**config.mk**
```make
export PLATFORM = sky130hd
export DESIGN_NAME = pd_wake_seq
export DESIGN_NICKNAME = d
export VERILOG_FILES = /design/src/rtl/pd_wake_pkg.sv /design/src/rtl/pd_wake_dp.sv /design/src/rtl/pd_wake_fsm.sv /design/src/rtl/pd_wake_seq.sv
export SDC_FILE = /design/constraint.sdc
export NUM_CORES = 1
export LEC_CHECK = 0
export ABC_AREA = 1
export CAP_MARGIN = 20
export CORE_ASPECT_RATIO = 0.5
export CORE_UTILIZATION = 55
export DETAILED_ROUTE_END_ITERATION = 16
export GPL_TIMING_DRIVEN = 0
export MAX_ROUTING_LAYER = met4
export PLACE_DENSITY = 0.79
export SKIP_CTS_REPAIR_TIMING = 1
export SYNTH_ARGS = -nofsm -noshare
export SYNTH_HDL_FRONTEND = slang
export SYNTH_SLANG_ARGS = --single-unit
```
**constraint.sdc**
```tcl
create_clock -name clk -period 3.9 [get_ports clk]
set_input_delay 0.78 -clock clk [delete_from_list [all_inputs] [get_ports clk]]
set_output_delay 0.78 -clock clk [all_outputs]
set_load 0.02 [all_outputs]
```
**src/rtl/pd_wake_pkg.sv**
```systemverilog
package pd_wake_pkg;

  typedef enum logic [2:0] {
    ST_RUN,
    ST_SLEEP,
    ST_TIMED,
    ST_PINWAIT,
    ST_RSTHOLD,
    ST_RSTPULSE
  } wakeState_t;

  // Strobes from the control FSM to the datapath counter
  typedef struct packed {
    logic cntLoad;
    logic cntStep;
  } dpCtl_t;

endpackage

```
**src/rtl/pd_wake_dp.sv**
```systemverilog
module pd_wake_dp
  import pd_wake_pkg::*;
#(
  parameter int NUM_IRQ = 2,
  parameter int CNT_W   = 16
) (
  input  logic               clk,
  input  logic               rstN,
  input  logic [NUM_IRQ-1:0] irqPinN,
  input  logic               resetPin,
  input  logic [CNT_W-1:0]   limitIn,
  input  dpCtl_t             ctl,
  output logic [NUM_IRQ-1:0] irqFall,
  output logic [NUM_IRQ-1:0] irqRise,
  output logic               rstRise,
  output logic               rstLevel,
  output logic               cntDone
);

  localparam int SYNC_D = 3; // two synchronizing flops plus one history flop

  // Interrupt pin synchronizers and edge detectors
  for (genvar i = 0; i < NUM_IRQ; i++) begin : g_irqSync
    logic [SYNC_D-1:0] shifter;
    always_ff @(posedge clk or negedge rstN) begin
      if (!rstN) shifter <= '1;
      else       shifter <= {shifter[SYNC_D-2:0], irqPinN[i]};
    end
    assign irqFall[i] =  shifter[SYNC_D-1] & ~shifter[SYNC_D-2];
    assign irqRise[i] = ~shifter[SYNC_D-1] &  shifter[SYNC_D-2];
  end

  // Reset pin synchronizer
  logic [SYNC_D-1:0] rstShifter;
  always_ff @(posedge clk or negedge rstN) begin
    if (!rstN) rstShifter <= '0;
    else       rstShifter <= {rstShifter[SYNC_D-2:0], resetPin};
  end
  assign rstLevel = rstShifter[SYNC_D-2];
  assign rstRise  = ~rstShifter[SYNC_D-1] & rstShifter[SYNC_D-2];

  // Start-up counter with a limit latched at the wake event
  logic [CNT_W-1:0] cnt;
  logic [CNT_W-1:0] limitQ;
  always_ff @(posedge clk or negedge rstN) begin
    if (!rstN) begin
      cnt    <= '0;
      limitQ <= '0;
    end else if (ctl.cntLoad) begin
      cnt    <= '0;
      limitQ <= limitIn;
    end else if (ctl.cntStep) begin
      cnt    <= cnt + 1'b1;
    end
  end
  assign cntDone = (cnt == limitQ);

  assert_no_overrun_R5: assert property (@(posedge clk) disable iff (!rstN)
    ctl.cntStep |=> (cnt <= limitQ));
  assert_strobe_excl_R5: assert property (@(posedge clk) disable iff (!rstN)
    !(ctl.cntLoad && ctl.cntStep));

endmodule

```
**src/rtl/pd_wake_fsm.sv**
```systemverilog
module pd_wake_fsm
  import pd_wake_pkg::*;
#(
  parameter int NUM_IRQ = 2
) (
  input  logic               clk,
  input  logic               rstN,
  input  logic               pdReq,
  input  logic [NUM_IRQ-1:0] irqEnable,
  input  logic [NUM_IRQ-1:0] irqEdgeSel,
  input  logic               wakeTimed,
  input  logic [NUM_IRQ-1:0] irqFall,
  input  logic [NUM_IRQ-1:0] irqRise,
  input  logic               rstRise,
  input  logic               rstLevel,
  input  logic               cntDone,
  output dpCtl_t             ctl,
  output logic               oscEnable,
  output logic               coreClkEn,
  output logic               coreReset,
  output logic [NUM_IRQ-1:0] wakeIrq
);

  wakeState_t state, stateNext;
  logic [NUM_IRQ-1:0] srcSel, srcSelNext;
  logic               srcReset, srcResetNext;
  logic               pulseSecond, pulseSecondNext;
  logic [NUM_IRQ-1:0] wakeIrqNext;
  logic [NUM_IRQ-1:0] qualFall, firstFall;

  // Only enabled, level-type pins qualify; the lowest index wins
  assign qualFall  = irqFall & irqEnable & ~irqEdgeSel;
  assign firstFall = qualFall & (~qualFall + 1'b1);

  always_comb begin
    stateNext       = state;
    srcSelNext      = srcSel;
    srcResetNext    = srcReset;
    pulseSecondNext = pulseSecond;
    wakeIrqNext     = '0;
    ctl             = '0;
    unique case (state)
      ST_RUN: begin
        if (pdReq) stateNext = ST_SLEEP;
      end
      ST_SLEEP: begin
        if (rstRise) begin
          stateNext    = ST_TIMED;
          srcResetNext = 1'b1;
          srcSelNext   = '0;
          ctl.cntLoad  = 1'b1;
        end else if (|firstFall) begin
          srcResetNext = 1'b0;
          srcSelNext   = firstFall;
          if (wakeTimed) begin
            stateNext   = ST_TIMED;
            ctl.cntLoad = 1'b1;
          end else begin
            stateNext   = ST_PINWAIT;
          end
        end
      end
      ST_TIMED: begin
        if (cntDone) begin
          if (srcReset) begin
            stateNext       = rstLevel ? ST_RSTHOLD : ST_RSTPULSE;
            pulseSecondNext = 1'b0;
          end else begin
            stateNext   = ST_RUN;
            wakeIrqNext = srcSel;
          end
        end else begin
          ctl.cntStep = 1'b1;
        end
      end
      ST_PINWAIT: begin
        if (|(irqRise & srcSel)) begin
          stateNext   = ST_RUN;
          wakeIrqNext = srcSel;
        end
      end
      ST_RSTHOLD: begin
        if (!rstLevel) stateNext = ST_RUN;
      end
      ST_RSTPULSE: begin
        if (pulseSecond) stateNext = ST_RUN;
        else             pulseSecondNext = 1'b1;
      end
      default: stateNext = ST_RUN;
    endcase
  end

  always_ff @(posedge clk or negedge rstN) begin
    if (!rstN) begin
      state       <= ST_RUN;
      srcSel      <= '0;
      srcReset    <= 1'b0;
      pulseSecond <= 1'b0;
      wakeIrq     <= '0;
    end else begin
      state       <= stateNext;
      srcSel      <= srcSelNext;
      srcReset    <= srcResetNext;
      pulseSecond <= pulseSecondNext;
      wakeIrq     <= wakeIrqNext;
    end
  end

  assign oscEnable = (state != ST_SLEEP);
  assign coreClkEn = (state == ST_RUN) || (state == ST_RSTHOLD) || (state == ST_RSTPULSE);
  assign coreReset = (state == ST_RSTHOLD) || (state == ST_RSTPULSE);

  assert_pd_stops_R2: assert property (@(posedge clk) disable iff (!rstN)
    (state == ST_RUN && pdReq) |=> (!oscEnable && !coreClkEn));
  assert_clk_needs_osc_R5: assert property (@(posedge clk) disable iff (!rstN)
    coreClkEn |-> oscEnable);
  assert_wake_onehot_R7: assert property (@(posedge clk) disable iff (!rstN)
    $onehot0(wakeIrq));
  assert_wake_at_restart_R7: assert property (@(posedge clk) disable iff (!rstN)
    (|wakeIrq) |-> (coreClkEn && !coreReset && $past(!coreClkEn)));
  assert_pulse_ends_R9: assert property (@(posedge clk) disable iff (!rstN)
    (state == ST_RSTPULSE && pulseSecond) |=> !coreReset);
  assert_reset_clocked_R10: assert property (@(posedge clk) disable iff (!rstN)
    coreReset |-> coreClkEn);

endmodule

```
**src/rtl/pd_wake_seq.sv**
```systemverilog
module pd_wake_seq
  import pd_wake_pkg::*;
#(
  parameter int NUM_IRQ = 2,
  parameter int CNT_W   = 16
) (
  input  logic               clk,
  input  logic               rstN,
  input  logic               pdReq,
  input  logic [NUM_IRQ-1:0] irqPinN,
  input  logic [NUM_IRQ-1:0] irqEnable,
  input  logic [NUM_IRQ-1:0] irqEdgeSel,
  input  logic               wakeTimed,
  input  logic               resetPin,
  input  logic [CNT_W-1:0]   startupLimit,
  output logic               oscEnable,
  output logic               coreClkEn,
  output logic               coreReset,
  output logic [NUM_IRQ-1:0] wakeIrq
);

  dpCtl_t             ctl;
  logic [NUM_IRQ-1:0] irqFall, irqRise;
  logic               rstRise, rstLevel, cntDone;

  pd_wake_dp #(.NUM_IRQ(NUM_IRQ), .CNT_W(CNT_W)) dp_i (
    .clk(clk), .rstN(rstN), .irqPinN(irqPinN), .resetPin(resetPin),
    .limitIn(startupLimit), .ctl(ctl), .irqFall(irqFall), .irqRise(irqRise),
    .rstRise(rstRise), .rstLevel(rstLevel), .cntDone(cntDone)
  );

  pd_wake_fsm #(.NUM_IRQ(NUM_IRQ)) fsm_i (
    .clk(clk), .rstN(rstN), .pdReq(pdReq), .irqEnable(irqEnable),
    .irqEdgeSel(irqEdgeSel), .wakeTimed(wakeTimed), .irqFall(irqFall),
    .irqRise(irqRise), .rstRise(rstRise), .rstLevel(rstLevel),
    .cntDone(cntDone), .ctl(ctl), .oscEnable(oscEnable),
    .coreClkEn(coreClkEn), .coreReset(coreReset), .wakeIrq(wakeIrq)
  );

endmodule

```
Word level (Yosys, flattened, before mapping)
Cells that the tools add are included.
- bits in registers: 50
- input bits: 27
- output and inout bits: 5
- word-level logic and storage cells: 84
- add/subtract/negate cells: 2
- equal/unequal tests: 14
- mux-type cells: 30
- bitwise logic cells: 16
- reductions and logical operators: 12
- operators with widths (cell ; number):
    two-way mux 16 bit ; 2
    two-way mux 3 bit ; 8
    one-hot mux 3 bit (6 select lines) ; 1
    adder 16 x 1 -> 16 bit (second input constant) ; 1
    == test 16 bit ; 1
    two-way mux 1 bit ; 12
    two-way mux 2 bit ; 5
    AND 2 bit ; 4
    == test 3 x 2 -> 1 bit (second input constant) ; 2
    == test 3 bit (second input constant) ; 2
    != test 2 x 1 -> 1 bit (second input constant) ; 3
    != test 2 bit (second input constant) ; 3
    AND reduction 6 bit ; 1
    nonzero test 2 bit ; 3
    AND 1 bit ; 5
    inverter 1 bit ; 5
    inverter 2 bit ; 2
    one-hot mux 2 bit (2 select lines) ; 1
    OR reduction 2 bit ; 2
    == test 3 x 1 -> 1 bit (second input constant) ; 1
    zero test 3 bit ; 1
    logical OR 1 bit ; 3
    != test 3 x 1 -> 1 bit (second input constant) ; 1
    != test 3 x 2 -> 1 bit (second input constant) ; 1
    4 further kinds ; 4

Logic depth before layout (Yosys ltp)
- word-level depth: 12
- depth in mapped cells: 12
- mapped depth without buffers: 11

Cells and area by module
Synthesis repeated with hierarchy kept, for this count alone.
- cells, all modules: 329
- area total of the unflattened synthesis: 2573.7 um^2
- by module, submodules not included (module ; instances ; cells an instance ; area an instance (um^2) ; sequential area each (um^2)):
    pd_wake_dp ; 1 ; 242 ; 1985.7 ; 1033.5
    pd_wake_fsm ; 1 ; 87 ; 588.1 ; 225.2

Worst setup path after synthesis
OpenSTA, ideal clock, no wires.
- kind: reg2out
- from: reg fsm_i.state[1]
- to: out coreClkEn
- arrival: 1.074 ns
- data required time: 3.120 ns
- slack: 2.046 ns
- stages on the path, launching flop included: 4
- path buffers: 0
- cells stage by stage: dfrtp_1 nor2_1 nand2_1 nand2_1
- cells in the longest elaborated chain, start to end: 3
- elaborated cells between the ends (all ways): 5
- those cells by class: eq/ne: 2; reduce/logical: 3
- ends and longest elaborated chain (what ; line ; source):
    start, declared ; pd_wake_fsm.sv:24 ; wakeState_t state, stateNext;
    start signal, assigned ; pd_wake_fsm.sv:101 ; state <= stateNext;
    == test 3 bit / zero test 3 bit (equally long branches) ; pd_wake_fsm.sv:110 ; assign coreClkEn = (state == ST_RUN) || (state == ST_RSTHOLD) || (state == ST_RSTPULSE);
    logical OR 1 bit ; pd_wake_fsm.sv:110 ;
    logical OR 1 bit (*) ; pd_wake_fsm.sv:110 ;
    end, declared ; pd_wake_seq.sv:17 ; output logic coreClkEn,
Every way passes the cells marked *; elsewhere a longest branch is shown, timed or not.

Final worst setup path
- from: reg fsm_i.state[2]
- to: out oscEnable
- cells in the longest elaborated chain, start to end: 1
- ends and longest elaborated chain (what ; line ; source):
    != test 3 x 1 -> 1 bit ; pd_wake_fsm.sv:109 ; assign oscEnable = (state != ST_SLEEP);
    end, declared ; pd_wake_seq.sv:16 ; output logic oscEnable,
Every way passes these cells.

==> run metrics <==
outcome=finished clean; num rows=17; count of pins on the block boundary=32; kind of launch point of the worst setup path=flip-flop; total area of multi-input combinational cells=0.00125 mm²; number of distinct library cells after synthesis=24; number of register bits inferred by synthesis=50; overall via count from detail_route=2544; netlist area before placement=0.00277 mm²; worst hold-check path type=in2async; Critical R2R Capture=dp_i.cnt[2]; pwr/cell area=507 mW/mm²; half-perimeter wire length after placement=4460 µm; clock sink count=50; placeable core region=0.00462 mm²; overall fraction of global-route tracks in use=27.0%; path type of the worst setup path=reg2out; cell chain of the critical path=inv_1 > nand2_1 > nor2_2 > inv_1 > clkdlybuf4s50_1; yosys warns=0; hold violation count in the final report=0; Max H-tree Level=2; nature of the critical path endpoint=output pin; final-report setup violation count=0; fraction of final layout cells with drive strength greater than 1=7.78%; required arrival time at the worst endpoint=3.12 ns; data arrival time of the critical path=1.79 ns; part of the total power dissipated in combinational logic=36.2%; Detailed Routing Iterations Pass 1=4; residual DRC count=0; slowest stage delay, CP=0.56 ns; number of fill cells=397; Vias per Instance=5.19; dpl cell area=0.00318 mm²; maximum resistive drop on vdd=236 µV; maximum capacitance violations=0; insertion delay of the later-clocked pin in the worst-skew pair=0.31 ns; DR WL/cell=12.3 µm; share of the cycle needed by the critical path after routing=65.8%; Num CTS Buffers=5; total area of sequential cells=0.00126 mm²; buffer levels on the longest clock path=2; number of nets in the synthesized netlist=412; static power due to leakage=1.70 nW; n_diodes=0; Slew Limit Fails=0; highest fanout seen on the critical path=5; normalized max-slew margin=61.1%; worst slew pin tran=0.584 ns; slowest CP cell=sky130_fd_sc_hd__clkdlybuf4s50_1; clock edge transition at the registers on the reported setup and hold paths=0.09 ns; Antenna Nets Post-Route=0; antenna violations before repair=0; minimum clock period after layout=2.57 ns; clock skew after layout=0.00792 ns; highest clock frequency the design can meet=389 MHz; Clk Tree Root Cell=sky130_fd_sc_hd__clkbuf_8; final net count=451; Starting DRT DRC Count=147; Syn Inst Count=384; most frequent cell on the critical path=sky130_fd_sc_hd__inv_1; global-route wire length before repair=10400 µm; register-to-register setup slack=2.02 ns; post-synthesis to final-layout area growth=18.4%; count of buffers from port buffering=31; clock power share=19.7%; number of global-route vias before repair=2295; global route total overflow=0; clock tree from TritonCTS=built; Die X=102 µm; starting density of the core=60.0%; overall die area=0.00534 mm²; final weighted congestion of routability-driven global placement=0.945; maximum number of pins on one net before global-route repair=42; switch share=38.6%; r2r startpoint=dp_i.g_irqSync[0].shifter[1]; Flop pwr share=44.1%; final routed wirelength across all metal layers=6030 µm; Finished Cell Area=0.00328 mm²; die height=52.2 µm; unrepaired setup endpoints after global routing=false; Mean Syn Cell Area=7.21 µm²; fraction of the yosys area taken by sequential cells=45.5%; Power Internal=1.02 mW; Setup TNS=0 ns; Reg2Reg Depth=7; Switch Pwr=641 µW
## cell usage after synthesis, drive strengths merged
master  number  area, µm²
a21oi       16       80.1
buf          6       41.3
clkbuf       4       15.0
dfrtp       44       1100
dfstp        6        158
ha           1       12.5
inv         55        206
nand2      124        489
nand3       36        185
nand4       20        125
nor2        53        219
o211ai       2       15.0
o21ai        7       35.0
or2          1       6.26
xor2         9       78.8
## layout by cell type, fill, tap and decap left out, drive strengths merged
cell type	n
or2	1
o21ai	7
clkinv	2
inv	55
nor2	53
buf	8
dfstp	6
clkbuf	10
dfrtp	44
a21oi	16
nand3	36
nand2	124
xor2	9
ha	1
clkdlybuf4s50	30
o211ai	2
nand4	20
## cell families after synthesis
logic type	share of synthesized area [%]
adder cells (fa/ha/maj)	0.452
AO/OA/AOI/OAI	4.70
flip-flops	45.5
AND/OR/NAND/NOR	37.0
XOR/XNOR	2.85
buffers and inverters	9.49
## cell type report
| type | instances | area share (%) |
|---|---|---|
| Sequential cell | 50 | 38.4 |
| Multi-Input combinational cell | 269 | 38.0 |
| Timing Repair Buffer | 32 | 9.93 |
| Inverter | 55 | 6.30 |
| Clock buffer | 6 | 2.52 |
| Tap cell | 66 | 2.52 |
| Buffer | 10 | 1.72 |
| Clock inverter | 2 | 0.535 |
## critical path, delay by kind of cell (launching register included)
family | cells | cell delay, ns
buffers and inverters | 3 | 0.80
and+or+nand+nor | 2 | 0.28
DFF | 1 | 0.39
## worst max-delay path by stage
stage / start / endpoint / cells after the start
floorplan: fsm_i.state[1] / coreClkEn / 3
CTS: fsm_i.state[2] / oscEnable / 5
global route: fsm_i.state[2] / oscEnable / 5
global placement: rstN / dp_i.limitQ[8] / 1
detailed placement: irqEdgeSel[0] / dp_i.cnt[2] / 8
finish: fsm_i.state[2] / oscEnable / 5
## flip-flops by register name, indices dropped and copies added (netlist names)
name / flops
dp_i.limitQ: 16
dp_i.rstShifter: 3
fsm_i.state: 3
dp_i.g_irqSync.shifter: 6
fsm_i.srcReset: 1
fsm_i.pulseSecond: 1
fsm_i.wakeIrq: 2
fsm_i.srcSel: 2
dp_i.cnt: 16
## power groups by stage
stage	clock (mW)	combinational (mW)	sequential [mW]
2_1_floorplan	0	0.432	0.720
3_3_place_gp	0	0.577	0.736
3_5_place_dp	0	0.599	0.742
4_1_cts	0.335	0.601	0.732
5_1_grt	0.354	0.690	0.749
6_report	0.327	0.600	0.733
## through the flow
step,setup slack (ns),util [%],std cells,power [mW],hold slack (ns)
finish,1.33,71.0,490,1.66,0.323
global route,1.21,71.0,490,1.79,0.324
CTS,1.34,71.0,490,1.67,0.321
detailed placement,1.36,68.8,482,1.34,0.343
global placement,0.636,68.5,481,1.31,0.334
floorplan,2.05,-,384,1.15,0.331
## routing by layer
layer | share of wire [%] | wire [µm] | track usage [%]
met4 | 0.95 | 57 | 7.38
met2 | 45 | 2740 | 42.6
met3 | 5.9 | 356 | 5.38
met5 | 0 | 0 | -
met1 | 48 | 2880 | 35.8
Power figures use the tool's default switching activity.
